### src/rtl/gpio_ctrl_pkg.sv
package gpio_ctrl_pkg;

    localparam int BANK_BITS = 32;

    typedef enum logic [2:0] {
        REG_EN    = 3'd0,
        REG_WDAT  = 3'd1,
        REG_DIR   = 3'd2,
        REG_RDAT  = 3'd3,
        REG_MASK  = 3'd4,
        REG_STAT  = 3'd5,
        REG_EDGE  = 3'd6,
        REG_SPARE = 3'd7
    } gpio_reg_e;

    typedef struct packed {
        logic [BANK_BITS-1:0] en;
        logic [BANK_BITS-1:0] wdat;
        logic [BANK_BITS-1:0] dir;
        logic [BANK_BITS-1:0] mask;
        logic [BANK_BITS-1:0] stat;
        logic [BANK_BITS-1:0] rise;
    } bank_state_t;

endpackage

### src/rtl/gpio_sync.sv
module gpio_sync #(
    parameter int W = 32
) (
    input  logic         clk,
    input  logic         rst_n,
    input  logic [W-1:0] raw_i,
    output logic [W-1:0] cur_o,
    output logic [W-1:0] prev_o
);
    typedef struct packed {
        logic [W-1:0] meta;
        logic [W-1:0] cur;
        logic [W-1:0] prev;
    } sync_state_t;

    sync_state_t s_d, s_q;

    always_comb begin
        s_d      = s_q;
        s_d.meta = raw_i;
        s_d.cur  = s_q.meta;
        s_d.prev = s_q.cur;
    end

    always_ff @(posedge clk or negedge rst_n) begin
        if (!rst_n) s_q <= '0;
        else        s_q <= s_d;
    end

    assign cur_o  = s_q.cur;
    assign prev_o = s_q.prev;

endmodule

### src/rtl/gpio_bank.sv
module gpio_bank
    import gpio_ctrl_pkg::*;
#(
    parameter int PINS = 32
) (
    input  logic            clk,
    input  logic            rst_n,
    input  logic            wr_en,
    input  gpio_reg_e       wr_reg,
    input  logic [31:0]     wr_data,
    input  logic [PINS-1:0] pin_in,
    output logic [PINS-1:0] pin_out,
    output logic [PINS-1:0] pin_oe,
    output bank_state_t     view_o,
    output logic [31:0]     rdata_o,
    output logic            irq_o
);
    localparam logic [31:0] VMASK = (PINS >= 32) ? '1 : ((32'd1 << PINS) - 32'd1);

    bank_state_t     s_d, s_q;
    logic [PINS-1:0] cur, prev;
    logic [PINS-1:0] rise_e, fall_e;
    logic [31:0]     evt;

    gpio_sync #(.W(PINS)) i_sync (
        .clk    (clk),
        .rst_n  (rst_n),
        .raw_i  (pin_in),
        .cur_o  (cur),
        .prev_o (prev)
    );

    always_comb begin
        rise_e = cur & ~prev;
        fall_e = ~cur & prev;
        evt    = 32'((rise_e & s_q.rise[PINS-1:0]) | (fall_e & ~s_q.rise[PINS-1:0]))
                 & 32'(s_q.en[PINS-1:0]);

        s_d = s_q;
        if (wr_en) begin
            case (wr_reg)
                REG_EN:   s_d.en   = wr_data;
                REG_WDAT: s_d.wdat = wr_data;
                REG_DIR:  s_d.dir  = wr_data;
                REG_MASK: s_d.mask = wr_data;
                REG_EDGE: s_d.rise = wr_data;
                REG_STAT: s_d.stat = s_q.stat & wr_data;
                default:  ;
            endcase
        end
        s_d.stat = s_d.stat | evt;
    end

    always_ff @(posedge clk or negedge rst_n) begin
        if (!rst_n) begin
            s_q      <= '0;
            s_q.dir  <= '1;
            s_q.mask <= '1;
        end else begin
            s_q <= s_d;
        end
    end

    assign pin_oe  = s_q.en[PINS-1:0] & ~s_q.dir[PINS-1:0];
    assign pin_out = s_q.wdat[PINS-1:0] & pin_oe;
    assign rdata_o = 32'(cur & s_q.en[PINS-1:0]);
    assign irq_o   = |(s_q.stat & ~s_q.mask);
    assign view_o  = s_q;

    // a pin set as input is never driven
    p_input_undriven_r3: assert property (@(posedge clk) disable iff (!rst_n)
        (pin_oe & s_q.dir[PINS-1:0]) == '0);

    // a write to the input data register leaves configuration untouched
    p_rdat_write_ignored_r4: assert property (@(posedge clk) disable iff (!rst_n)
        (wr_en && wr_reg == REG_RDAT) |=>
            ($stable(s_q.en) && $stable(s_q.wdat) && $stable(s_q.dir)
             && $stable(s_q.mask) && $stable(s_q.rise)));

    // a detected event is recorded in status one cycle later
    p_event_sets_stat_r5: assert property (@(posedge clk) disable iff (!rst_n)
        (|evt) |=> ((s_q.stat & $past(evt)) == $past(evt)));

    // a status write without events yields the AND of old and written bits
    p_stat_clear_r6: assert property (@(posedge clk) disable iff (!rst_n)
        (wr_en && wr_reg == REG_STAT && evt == '0) |=>
            (s_q.stat == ($past(s_q.stat) & $past(wr_data))));

    // an event beats a clearing write in the same cycle
    p_event_wins_r7: assert property (@(posedge clk) disable iff (!rst_n)
        (wr_en && wr_reg == REG_STAT && (|evt)) |=>
            ((s_q.stat & $past(evt)) == $past(evt)));

    // bits beyond the pin count never hold status
    p_ghost_quiet_r9: assert property (@(posedge clk) disable iff (!rst_n)
        (s_q.stat & ~VMASK) == '0);

endmodule

### src/rtl/gpio_bank_ctrl.sv
module gpio_bank_ctrl
    import gpio_ctrl_pkg::*;
#(
    parameter  int NUM_PINS  = 40,
    localparam int NUM_BANKS = (NUM_PINS + BANK_BITS - 1) / BANK_BITS,
    localparam int BANK_W    = (NUM_BANKS > 1) ? $clog2(NUM_BANKS) : 1,
    localparam int ADDR_W    = 2 + BANK_W + 3
) (
    input  logic                clk,
    input  logic                rst_n,
    input  logic                bus_sel,
    input  logic                bus_we,
    input  logic [ADDR_W-1:0]   bus_addr,
    input  logic [31:0]         bus_wdata,
    output logic [31:0]         bus_rdata,
    input  logic [NUM_PINS-1:0] pin_in,
    output logic [NUM_PINS-1:0] pin_out,
    output logic [NUM_PINS-1:0] pin_oe,
    output logic                irq
);
    localparam int SLOTS = 1 << BANK_W;

    typedef struct packed {
        logic [31:0] rdata;
    } top_state_t;

    top_state_t          t_d, t_q;
    logic                aligned;
    logic [BANK_W-1:0]   bank_idx;
    gpio_reg_e           reg_sel;
    bank_state_t         views [SLOTS];
    logic [31:0]         rdats [SLOTS];
    logic [NUM_BANKS-1:0] bank_irq;

    assign aligned  = (bus_addr[1:0] == 2'b00);
    assign bank_idx = bus_addr[2 +: BANK_W];
    assign reg_sel  = gpio_reg_e'(bus_addr[2 + BANK_W +: 3]);

    for (genvar b = 0; b < SLOTS; b++) begin : g_bank
        if (b < NUM_BANKS) begin : g_real
            localparam int PINS = (b == NUM_BANKS - 1) ? (NUM_PINS - b * BANK_BITS) : BANK_BITS;
            gpio_bank #(.PINS(PINS)) i_bank (
                .clk     (clk),
                .rst_n   (rst_n),
                .wr_en   (bus_sel && bus_we && aligned && (bank_idx == BANK_W'(b))),
                .wr_reg  (reg_sel),
                .wr_data (bus_wdata),
                .pin_in  (pin_in[b * BANK_BITS +: PINS]),
                .pin_out (pin_out[b * BANK_BITS +: PINS]),
                .pin_oe  (pin_oe[b * BANK_BITS +: PINS]),
                .view_o  (views[b]),
                .rdata_o (rdats[b]),
                .irq_o   (bank_irq[b])
            );
        end else begin : g_empty
            assign views[b] = '0;
            assign rdats[b] = '0;
        end
    end

    always_comb begin
        t_d = t_q;
        if (bus_sel && !bus_we) begin
            t_d.rdata = '0;
            if (aligned) begin
                case (reg_sel)
                    REG_EN:   t_d.rdata = views[bank_idx].en;
                    REG_WDAT: t_d.rdata = views[bank_idx].wdat;
                    REG_DIR:  t_d.rdata = views[bank_idx].dir;
                    REG_RDAT: t_d.rdata = rdats[bank_idx];
                    REG_MASK: t_d.rdata = views[bank_idx].mask;
                    REG_STAT: t_d.rdata = views[bank_idx].stat;
                    REG_EDGE: t_d.rdata = views[bank_idx].rise;
                    default:  t_d.rdata = '0;
                endcase
            end
        end
    end

    always_ff @(posedge clk or negedge rst_n) begin
        if (!rst_n) t_q <= '0;
        else        t_q <= t_d;
    end

    assign bus_rdata = t_q.rdata;
    assign irq       = |bank_irq;

    // a misaligned read returns zero on the following cycle
    p_misaligned_read_r2: assert property (@(posedge clk) disable iff (!rst_n)
        (bus_sel && !bus_we && !aligned) |=> (bus_rdata == '0));

    // the spare register code reads as zero
    p_spare_code_r2: assert property (@(posedge clk) disable iff (!rst_n)
        (bus_sel && !bus_we && reg_sel == REG_SPARE) |=> (bus_rdata == '0));

endmodule

### config.mk
export PLATFORM = sky130hd
export DESIGN_NAME = gpio_bank_ctrl
export DESIGN_NICKNAME = d
export VERILOG_FILES = /design/src/rtl/gpio_ctrl_pkg.sv /design/src/rtl/gpio_sync.sv /design/src/rtl/gpio_bank.sv /design/src/rtl/gpio_bank_ctrl.sv
export SDC_FILE = /design/constraint.sdc
export NUM_CORES = 1
export LEC_CHECK = 0
export CAP_MARGIN = 30
export CORE_MARGIN = 2
export CORE_UTILIZATION = 30
export DETAILED_ROUTE_END_ITERATION = 7
export PLACE_DENSITY_LB_ADDON = 0.1
export SYNTH_ARGS = -nofsm -noshare
export SYNTH_HDL_FRONTEND = slang
export SYNTH_SLANG_ARGS = --single-unit
### constraint.sdc
create_clock -name clk -period 3.5 [get_ports clk]
set_input_delay 0.7 -clock clk [delete_from_list [all_inputs] [get_ports clk]]
set_output_delay 0.7 -clock clk [all_outputs]
set_load 0.01 [all_outputs]
======== Yosys cells after proc, flatten, opt, wreduce, memory -nomap -nowiden ========
Index checks and enable logic that the tools add are counted.
operators by class
  order comparisons ....................... 1
  equality and inequality tests ........... 6
  mux-type cells .......................... 14
  bitwise gates (word level) .............. 36
  reductions and logical operators ........ 19
operator list
  kind                  number
  $mux W192             3
  $and A32 B32 Y32      12
  $mux W32              8
  $pmux W32 S7          1
  $not A32 Y32          6
  $mux W64              2
  $or A32 B32 Y32       4
  $reduce_or A64 Y1     1
  $and A8 B8 Y8         6
  $and A32 B8 Y32       1
  $and A8 B32 Y32       1
  $not A8 Y32           1
  $not A8 Y8            3
  $reduce_and A2 Y1     10
  $eq A3 B3 Y1 const B  3
  $eq A3 B2 Y1 const B  2
  $logic_and A1 B1 Y1   5
  $eq A3 B1 Y1 const B  1
  $logic_not A3 Y1      1
  $ge A2 B2 Y1 const B  1
  $logic_not A2 Y1      1
  $not A1 Y2            1
  $logic_not A1 Y1      1
  $not A1 Y1            1
storage, ports and cells
  register bits after elaboration ......... 536
  input bits .............................. 82
  word-level logic and storage cells ...... 95

======== Longest topological paths before layout ========
Gate-level depths: netlist (run 1).
  depth after elaboration ................. 6
  depth in mapped cells ................... 8
  gate-level depth less buffers ........... 5

======== Cells and area by module ========
A second synthesis (run 1) with hierarchy kept.
second synthesis, totals
  cell total of the unflattened synthesis .. 2008
  area, all modules ....................... 24524.8 sq um
by module, submodules not included
  module                                       times used  cells an instance  area an instance (sq um)
  gpio_bank at g_bank[0].g_real.i_bank         1           719                8695.8
  gpio_bank at g_bank[1].g_real.i_bank         1           577                7862.5
  gpio_bank_ctrl                               1           552                4663.2
  gpio_sync at g_bank[0].g_real.i_bank.i_sync  1           128                2642.5
  gpio_sync at g_bank[1].g_real.i_bank.i_sync  1           32                 660.6

======== Worst setup path after synthesis (run 1) ========
No wires, ideal clock.
  path type ............................... register to output
  from .................................... register g_bank[0].g_real.i_bank.s_q (netlist bit g_bank[0].g_real.i_bank.view_o[76])
  to ...................................... output irq
  data arrival time ....................... 1492 ps
  setup slack ............................. 1308 ps
  cell stages (with the launch flop) ...... 5
  buffers on the path ..................... 0
  cell sequence ........................... dfstp_2 -> inv_1 -> a221oi_1 -> nand4_1 -> or4_1
on the way
  longest elaborated chain between the ends .. 3
ends and longest elaborated chain
  element            line                  text
  from (decl)        gpio_bank.sv:20       bank_state_t s_d, s_q;
  $not A32 Y32       gpio_bank.sv:67       assign irq_o = |(s_q.stat & ~s_q.mask);
  $and A32 B32 Y32   gpio_bank.sv:67
  $reduce_or A64 Y1  gpio_bank_ctrl.sv:86  assign irq = |bank_irq;
  to (decl)          gpio_bank_ctrl.sv:19  output logic irq
No other way between the ends.

======== Final worst setup path (run 1) ========
  from .................................... register g_bank[1].g_real.i_bank.s_q (netlist bit g_bank[1].g_real.i_bank.view_o[89])
  to ...................................... output irq
on the way
  longest elaborated chain between the ends .. 3
ends and longest elaborated chain
  element            line
  from (decl)        gpio_bank.sv:20
  $not A32 Y32       gpio_bank.sv:67
  $and A32 B32 Y32   gpio_bank.sv:67
  $reduce_or A64 Y1  gpio_bank_ctrl.sv:86
No other way between the ends.

==> flow_summary.yaml, run 1 <==
outcome:
  status: "finished, final reports clean"
placed_design:
  globalplace.congestion: 0.7615
  dp_hpwl_mm: 49.31
  port_buffers: 194
  pre_cts_slack_ns: 0.2342
  dp.cells: 3123
global_route:
  track_usage: 0.1835
  grt_pass1_wl_mm: 113.0
  grt_overflow: 0
  grt_max_degree: 76
  antenna_found_initial: 1
  grt_pass1_vias: 16939
synthesis:
  syn_nets: 2037
  netlist_top_cells_area: "dfrtp_1, dfstp_2, mux2_2"
  async_flop_share: 1.000
  ys_dominant_reg_cell: "dfrtp_1"
  postSynthAreaPerCell_um2: 12.18
  synthCells: 1955
  ys_seq_elements: 536
  syn_area_um2: 23820
  yosysMostFrequentCell: "dfrtp_1"
  ys.warnings.count: 0
  synthDistinctLibCells: 44
  yosysTopAreaCell: "dfrtp_1"
  synth.top_cell.area_share: 0.4286
  seq_area_frac_synth: 0.5698
  synth_edf_count: 0
  synth_top_cells_by_count: "dfrtp_1, mux2_2, nand2_1"
floorplan:
  rows: 103
  die_area_um2: 81670
  start_util: 0.3025
  die_w_um: 285.8
  die_h_um: 285.8
  fp.coreArea_um2: 78740
  ios: 195
sta:
  grt_setup_unrepaired: "false"
  fin_crit_sh: 0.9642
  hold_viol: 0
  setup_tns_ns: 0
  tightest_slew_ns: 0.7540
  skew_ns: 0.02205
  layout_min_cycle_time_ns: 3.375
  finalWorstSetupSlack_ns: 0.1252
  setup_violations: 0
  holdWs_ns: 0.1363
  final_max_slew_viol_count: 0
  relSlewSlack: 0.4973
  fmax_ghz: 0.2963
cts:
  cts_max_path_buffers: 3
  post_cts_buffers: 0
  cts_sinks: 536
  tritoncts: "yes"
  cts.reportedPaths.clkPinSlew_ns: 0.06
  clk_latency_ns: 0.60
  cts_buffers: 66
  cts-root-buf: "clkbuf_16"
  htreeDepth: 3
cells_and_area:
  stdcell_count: 3241
  drive_above_1_share: 0.2784
  layout.nets: 2223
  syn2layout_area_growth_pct: 22.99
  antenna_cells_inserted: 0
power_and_ir_drop:
  vdd_drop_max_mv: 0.3603
  power_density_nw_per_um2: 527.9
  leakagePower_nw: 13.01
detailed_routing:
  vias: 15923
  avgViaCountPerCell: 4.913
  wl_per_cell_um: 22.94
  postRouteWirelength_mm: 74.34
  drt_pass1_iterations: 5
  post-route-drc-count: 0
  drt_iter0_drc: 798
  ant_nets: 0
worst_setup_path:
  path_class: "flip-flop to output port"
  crit_path_start: "g_bank[1].g_real.i_bank.view_o[89]$_DFFE_PN1P_"
  ff2ff_setup_slack_ns: 1.87
  cp.required_ns: 2.80
  startpoint_type: "flip-flop"
  cp_max_fo: 3
  crit_arrival_ns: 2.67
  r2r_start: "g_bank[1].g_real.i_bank.view_o[76]$_DFFE_PN1P_"
  endpoint_kind: "output port"
worst_hold_path:
  hp-class: "input port to asynchronous set/reset pin"
run:
  maxCapViolCount: 0
-- worst paths after layout --
kind | to | depth (start not counted)
hold reg to reg | g_bank[0].g_real.i_bank.i_sync.cur_o[12]$_DFF_PN0_ | 0
setup / recovery | irq | 5
min in group clk | g_bank[0].g_real.i_bank.i_sync.cur_o[12]$_DFF_PN0_ | 0
max in group asynchronous | g_bank[1].g_real.i_bank.view_o[126]$_DFFE_PN1P_ | 2
setup reg to reg | bus_rdata[12]$_DFFE_PN0P_ | 5
hold / removal | g_bank[0].g_real.i_bank.i_sync.cur_o[8]$_DFF_PN0_ | 1
-- power breakdown --
| part | total, mW | leakage, nW | switching [mW] | internal (mW) |
|---|---|---|---|---|
| registers | 7.10 | 6.43 | 0.356 | 6.74 |
| logic | 1.48 | 5.48 | 0.773 | 0.711 |
| clock network | 6.88 | 1.09 | 2.68 | 4.21 |
-- metal layers --
| layer | part of all wire | routed length (um) | GRT usage | vias up |
|---|---|---|---|---|
| met3 | 0.034 | 2540 | 0.02671 | 108 |
| met4 | 0.024 | 1776 | 0.05785 | 2 |
| met5 | 0.00017 | 13 | 0 | - |
| met1 | 0.46 | 34150 | 0.2472 | 8263 |
| met2 | 0.48 | 35860 | 0.3044 | 302 |
| li1 | - | - | - | 7248 |
-- state kept, by name, indices dropped and copies added, names as in the netlist --
register	count
g_bank.g_real.i_bank.i_sync.prev_o	40
g_bank.g_real.i_bank.i_sync.s_d	40
g_bank.g_real.i_bank.i_sync.cur_o	40
g_bank.g_real.i_bank.view_o	384
bus_rdata	32
-- critical path, cell delays in order (launching register included) --
cell and delay [ns]:
dfstp_2 0.56, o22ai_1 0.15, a221oi_2 0.32, nand4_1 0.14, or4_4 0.59, dlygate4sd2_1 0.31
-- layout by cell type (no fill, tap or decap), types with 13 or more instances in the layout --
cell type and count:
and2_1 40, buf_12 21, buf_4 29, clkbuf_1 15, clkbuf_16 71, clkbuf_8 14
clkdlybuf4s50_1 191, dfrtp_1 408, dfstp_2 128, inv_1 65, mux2_2 271, mux2_4 30
mux2i_1 192, nand2_1 208, nor2_1 64, nor2b_1 40, nor4_1 20, o21a_1 13
o21ai_0 103, o21ai_1 21, o22ai_1 116
-- repair_timing --
| action | 4_1_cts | 5_1_grt |
|---|---|---|
| hold buffers | 0 | 0 |
| setup endpoints to repair | 1 | 1 |
| gates cloned | 0 | 0 |
| gates resized for setup | 5 | 1 |
-- kinds of logic after synthesis --
family          after synthesis  share of synthesized area
compound gates              287                    0.07186
buf+inv                     192                    0.03903
mux                         500                     0.2310
flops                       536                     0.5698
simple gates                440                    0.08830
-- final cells by class --
type                    count  area (um^2)
repair buffers            244         2589
clock buffers             100         2026
inverters                  66        247.7
multi-input cells        1227         9376
flip-flops and latches    536        13570
fillers                  7584        49440
well taps                1050         1314
clock inverters            18        171.4
-- through the flow --
step,cell area [um^2],power (mW),utilization
6_report,29300,15.47,0.3721
5_1_grt,29300,16.19,0.3721
4_1_cts,29290,15.75,0.3720
3_5_place_dp,27070,8.707,0.3438
3_3_place_gp,27070,8.668,0.3438
2_1_floorplan,23820,7.918,-
(Power assumes the default switching activity.)
==> run 2: changes to the inputs <==
Settings changed: REMOVE_ABC_BUFFERS from default to 1.
==> flow_summary.yaml, run 2 (synthesis results as in run 1) <==
sta:
  finalWorstSetupSlack_ns: 0.1254
  setup_tns_ns: 0
  hold_viol: 0
  tightest_slew_ns: 0.9349
  layout_min_cycle_time_ns: 3.375
  fmax_ghz: 0.2963
  relSlewSlack: 0.3767
  final_max_slew_viol_count: 0
  grt_setup_unrepaired: "false"
  setup_violations: 0
  fin_crit_sh: 0.9642
  skew_ns: 0.02177
  holdWs_ns: 0.06664
global_route:
  grt_pass1_wl_mm: 112.2
  antenna_found_initial: 1
  grt_max_degree: 72
  grt_overflow: 0
  grt_pass1_vias: 16887
  track_usage: 0.1828
worst_setup_path:
  startpoint_type: "flip-flop"
  cp_max_fo: 3
  endpoint_kind: "output port"
  r2r_cells: 6
  crit_arrival_ns: 2.67
  ff2ff_setup_slack_ns: 1.79
  path_class: "flip-flop to output port"
  cp.required_ns: 2.80
cells_and_area:
  drive_above_1_share: 0.2806
  seqCellArea_um2: 13570
  syn2layout_area_growth_pct: 23.43
  antenna_cells_inserted: 0
  num-fill-cells: 7628
  final_common_cell: "dfrtp_1"
  mostFrequentLayoutCells: "dfrtp_1, mux2_2, nand2_1, mux2i_1, clkdlybuf4s50_1"
  multi_input_area_um2: 9399
  layout.nets: 2237
  largest_register_ff_count: 384
detailed_routing:
  vias: 15924
  avgViaCountPerCell: 4.891
  postRouteWirelength_mm: 74.18
  drt_pass1_iterations: 5
  ant_nets: 0
  post-route-drc-count: 0
  drt_iter0_drc: 922
  wl_per_cell_um: 22.78
cts:
  cts.reportedPaths.clkPinSlew_ns: 0.06
  cts_max_path_buffers: 3
  htreeDepth: 3
  ctsHoldBuffers: 0
  cts-root-buf: "clkbuf_16"
  cts_sinks: 536
  cts_buffers: 67
  tritoncts: "yes"
  clk_latency_ns: 0.60
worst_hold_path:
  hp-class: "input port to asynchronous set/reset pin"
outcome:
  status: "finished, final reports clean"
floorplan:
  fp.coreArea_um2: 78740
  ios: 195
  start_util: 0.3025
  rows: 103
  die_h_um: 285.8
  die_area_um2: 81670
  die_w_um: 285.8
placed_design:
  globalplace.congestion: 0.7871
  pre_cts_slack_ns: 0.2046
  port_buffers: 194
  dp_hpwl_mm: 47.45
run:
  maxCapViolCount: 0
power_and_ir_drop:
  power_density_nw_per_um2: 518.0
  leakagePower_nw: 13.06
  vdd_drop_max_mv: 0.3211
[run 2: critical path: stages (launching register included)]
cell,delay [ns]
dfstp_2,0.59
o22ai_1,0.15
a221oi_2,0.40
nand3_1,0.14
or4_4,0.49
dlygate4sd2_1,0.31
[run 2: power by group]
group	internal, mW	total, mW	switching [mW]
combinational	0.726	1.49	0.766
sequential	6.74	7.09	0.345
clock	4.01	6.65	2.64
total	11.5	15.2	3.76
[run 2: what timing repair did]
| action | in CTS | in global routing |
|---|---|---|
| resized for setup | 10 | 0 |
| setup buffers | 0 | 0 |
| endpoints found under the setup margin | 1 | 0 |
[run 2: final timing paths]
path                                                                   from                                           endpoint
setup / recovery             g_bank[0].g_real.i_bank.view_o[66]$_DFFE_PN1P_                                                irq
hold / removal                                                        rst_n    g_bank[0].g_real.i_bank.view_o[132]$_DFFE_PN0P_
setup reg to reg            g_bank[0].g_real.i_bank.view_o[146]$_DFFE_PN0P_                          bus_rdata[18]$_DFFE_PN0P_
hold reg to reg            g_bank[0].g_real.i_bank.i_sync.s_d[38]$_DFF_PN0_  g_bank[0].g_real.i_bank.i_sync.cur_o[6]$_DFF_PN0_
max in group asynchronous                                             rst_n    g_bank[0].g_real.i_bank.view_o[107]$_DFFE_PN1P_
min in group clk           g_bank[0].g_real.i_bank.i_sync.s_d[38]$_DFF_PN0_  g_bank[0].g_real.i_bank.i_sync.cur_o[6]$_DFF_PN0_
[run 2: through the flow]
step / power [mW] / util / std cells / instance area, um^2
finish: 15.23 / 0.3734 / 3256 / 29400
global route: 15.95 / 0.3734 / 3256 / 29400
CTS: 15.51 / 0.3734 / 3256 / 29400
detailed placement: 8.703 / 0.3460 / 3136 / 27240
global placement: 8.670 / 0.3460 / 3136 / 27240
floorplan: 7.805 / - / 1829 / 23140
[run 2: final cells by class]
type                            instances  area share
Inverter                               66    0.008426
Timing Repair Buffer                  257     0.09392
Sequential cell                       536      0.4616
Multi-Input combinational cell       1227      0.3197
Clock buffer                          108     0.06856
Tap cell                             1050     0.04468
Clock inverter                         12    0.003107
[run 2: routing by layer]
metal  routed length (um)  vias to the layer above  track usage
li1                     -                     7292            -
met1                33990                     8271       0.2448
met2                36550                      263       0.3114
met3                 2017                       98      0.02209
met4                 1619                        0      0.05105
met5                    0                        -            0
==> run 3: changes to the inputs <==
Settings changed: CELL_PAD_IN_SITES_DETAIL_PLACEMENT from default to 0, CELL_PAD_IN_SITES_GLOBAL_PLACEMENT from default to 1, CORE_UTILIZATION 30 to 51.
==> flow_summary.yaml, run 3 (synthesis results as in run 1) <==
outcome:
  status: "finished, final reports clean"
detailed_routing:
  avgViaCountPerCell: 5.733
  postRouteWirelength_mm: 64.71
  top_layer_used: "met4"
  wl_met2_mm: 31.05
  dr_wl_met3_mm: 2.724
  met1Wirelength_mm: 29.10
  ant_nets: 0
  post-route-drc-count: 0
  vias: 15996
  wl_per_cell_um: 23.19
  drt_pass1_iterations: 6
  drt_iter0_drc: 934
sta:
  setup_violations: 0
  fmax_ghz: 0.2940
  hold_viol: 0
  grt_setup_unrepaired: "false"
  skew_ns: 0.02447
  final_max_slew_viol_count: 0
  tightest_slew_ns: 0.8293
  setup_tns_ns: 0
  layout_min_cycle_time_ns: 3.402
  relSlewSlack: 0.4471
  fin_crit_sh: 0.9719
placed_design:
  place_area_um2: 26540
  dp_hpwl_mm: 40.93
  globalplace.congestion: 0.8151
  port_buffers: 194
worst_setup_path:
  path_class: "flip-flop to output port"
  startpoint_type: "flip-flop"
  ff2ff_setup_slack_ns: 1.94
  endpoint_kind: "output port"
  cp.required_ns: 2.80
  crit_arrival_ns: 2.70
  cp_max_fo: 3
floorplan:
  ios: 195
  die_h_um: 220.1
  start_util: 0.5138
  die_area_um2: 48450
  rows: 79
  fp.coreArea_um2: 46360
  die_w_um: 220.1
global_route:
  grt_overflow: 0
  grt_max_degree: 91
  grt_pass1_wl_mm: 100.5
  antenna_found_initial: 0
  grt_pass1_vias: 16762
  track_usage: 0.2744
cts:
  ctsHoldBuffers: 0
  htreeDepth: 2
  cts.reportedPaths.clkPinSlew_ns: 0.06
  tritoncts: "yes"
  cts_sinks: 536
  cts_max_path_buffers: 3
  cts_buffers: 57
  cts-root-buf: "clkbuf_16"
  clk_latency_ns: 0.61
  post_cts_buffers: 0
cells_and_area:
  stdcell_area_um2: 28400
  antenna_cells_inserted: 0
  num-fill-cells: 3801
  fin_util: 0.6127
  syn2layout_area_growth_pct: 19.24
  multi_input_area_um2: 9378
  largest_register_ff_count: 384
  layout.nets: 2219
  seqCellArea_um2: 13570
  drive_above_1_share: 0.2749
  mostFrequentLayoutCells: "dfrtp_1, mux2_2, nand2_1, mux2i_1, clkdlybuf4s50_1"
  final_common_cell: "dfrtp_1"
power_and_ir_drop:
  power_density_nw_per_um2: 509.3
  power_mw: 14.47
  leakagePower_nw: 12.85
  vdd_drop_max_mv: 0.3482
run:
  maxCapViolCount: 0
worst_hold_path:
  hp-class: "input port to asynchronous set/reset pin"
-- run 3: final cells by class --
type / instances / share of cell area
inverter: 66 / 0.008722
sequential: 536 / 0.4779
multi-input combinational: 1227 / 0.3302
tap: 607 / 0.02674
clock inverter: 17 / 0.005947
timing repair buffer: 249 / 0.09202
clock buffer: 88 / 0.05854
-- run 3: worst paths after layout --
check	startpoint	endpoint	depth (start not counted)
max	g_bank[0].g_real.i_bank.view_o[66]$_DFFE_PN1P_	irq	6
min	rst_n	g_bank[0].g_real.i_bank.i_sync.s_d[48]$_DFF_PN0_	1
max reg2reg	g_bank[0].g_real.i_bank.view_o[140]$_DFFE_PN0P_	bus_rdata[12]$_DFFE_PN0P_	5
min reg2reg	g_bank[1].g_real.i_bank.i_sync.s_d[11]$_DFF_PN0_	g_bank[1].g_real.i_bank.i_sync.cur_o[3]$_DFF_PN0_	0
max in group asynchronous	rst_n	g_bank[1].g_real.i_bank.view_o[6]$_DFFE_PN0P_	3
min in group clk	g_bank[1].g_real.i_bank.i_sync.s_d[11]$_DFF_PN0_	g_bank[1].g_real.i_bank.i_sync.cur_o[3]$_DFF_PN0_	0
-- run 3: layer usage --
layer,track usage,vias up
met5,0,-
met4,0.07987,0
met3,0.04320,104
met2,0.4485,369
met1,0.3806,8301
li1,-,7222
-- run 3: stage by stage --
step,setup WS (ns),instances,hold slack [ns]
after floorplan,-0.01233,1829,0.3312
after global placement,0.2787,2685,0.3326
after detailed placement,0.2377,2685,0.3347
after CTS,0.05656,2790,0.06028
after global routing,0.03757,2790,0.07231
final,0.09846,2790,0.04747
-- run 3: power breakdown --
part           switching, mW  internal, mW
Sequential             0.340          6.74
Clock                   2.47          3.47
Combinational          0.731         0.713
Total                   3.54          10.9
-- run 3: critical path: stages (launching register included) --
cell and delay, ns:
dfstp_2 0.56, o22ai_1 0.15, a221oi_2 0.34, buf_4 0.18, nand3_1 0.09, or4_4 0.47
dlygate4sd2_1 0.31
-- run 3: what timing repair did --
item | 4_1_cts | 5_1_grt
endpoints found under the hold margin | 0 | 0
endpoints found under the setup margin | 1 | 0
resized for setup | 7 | 0
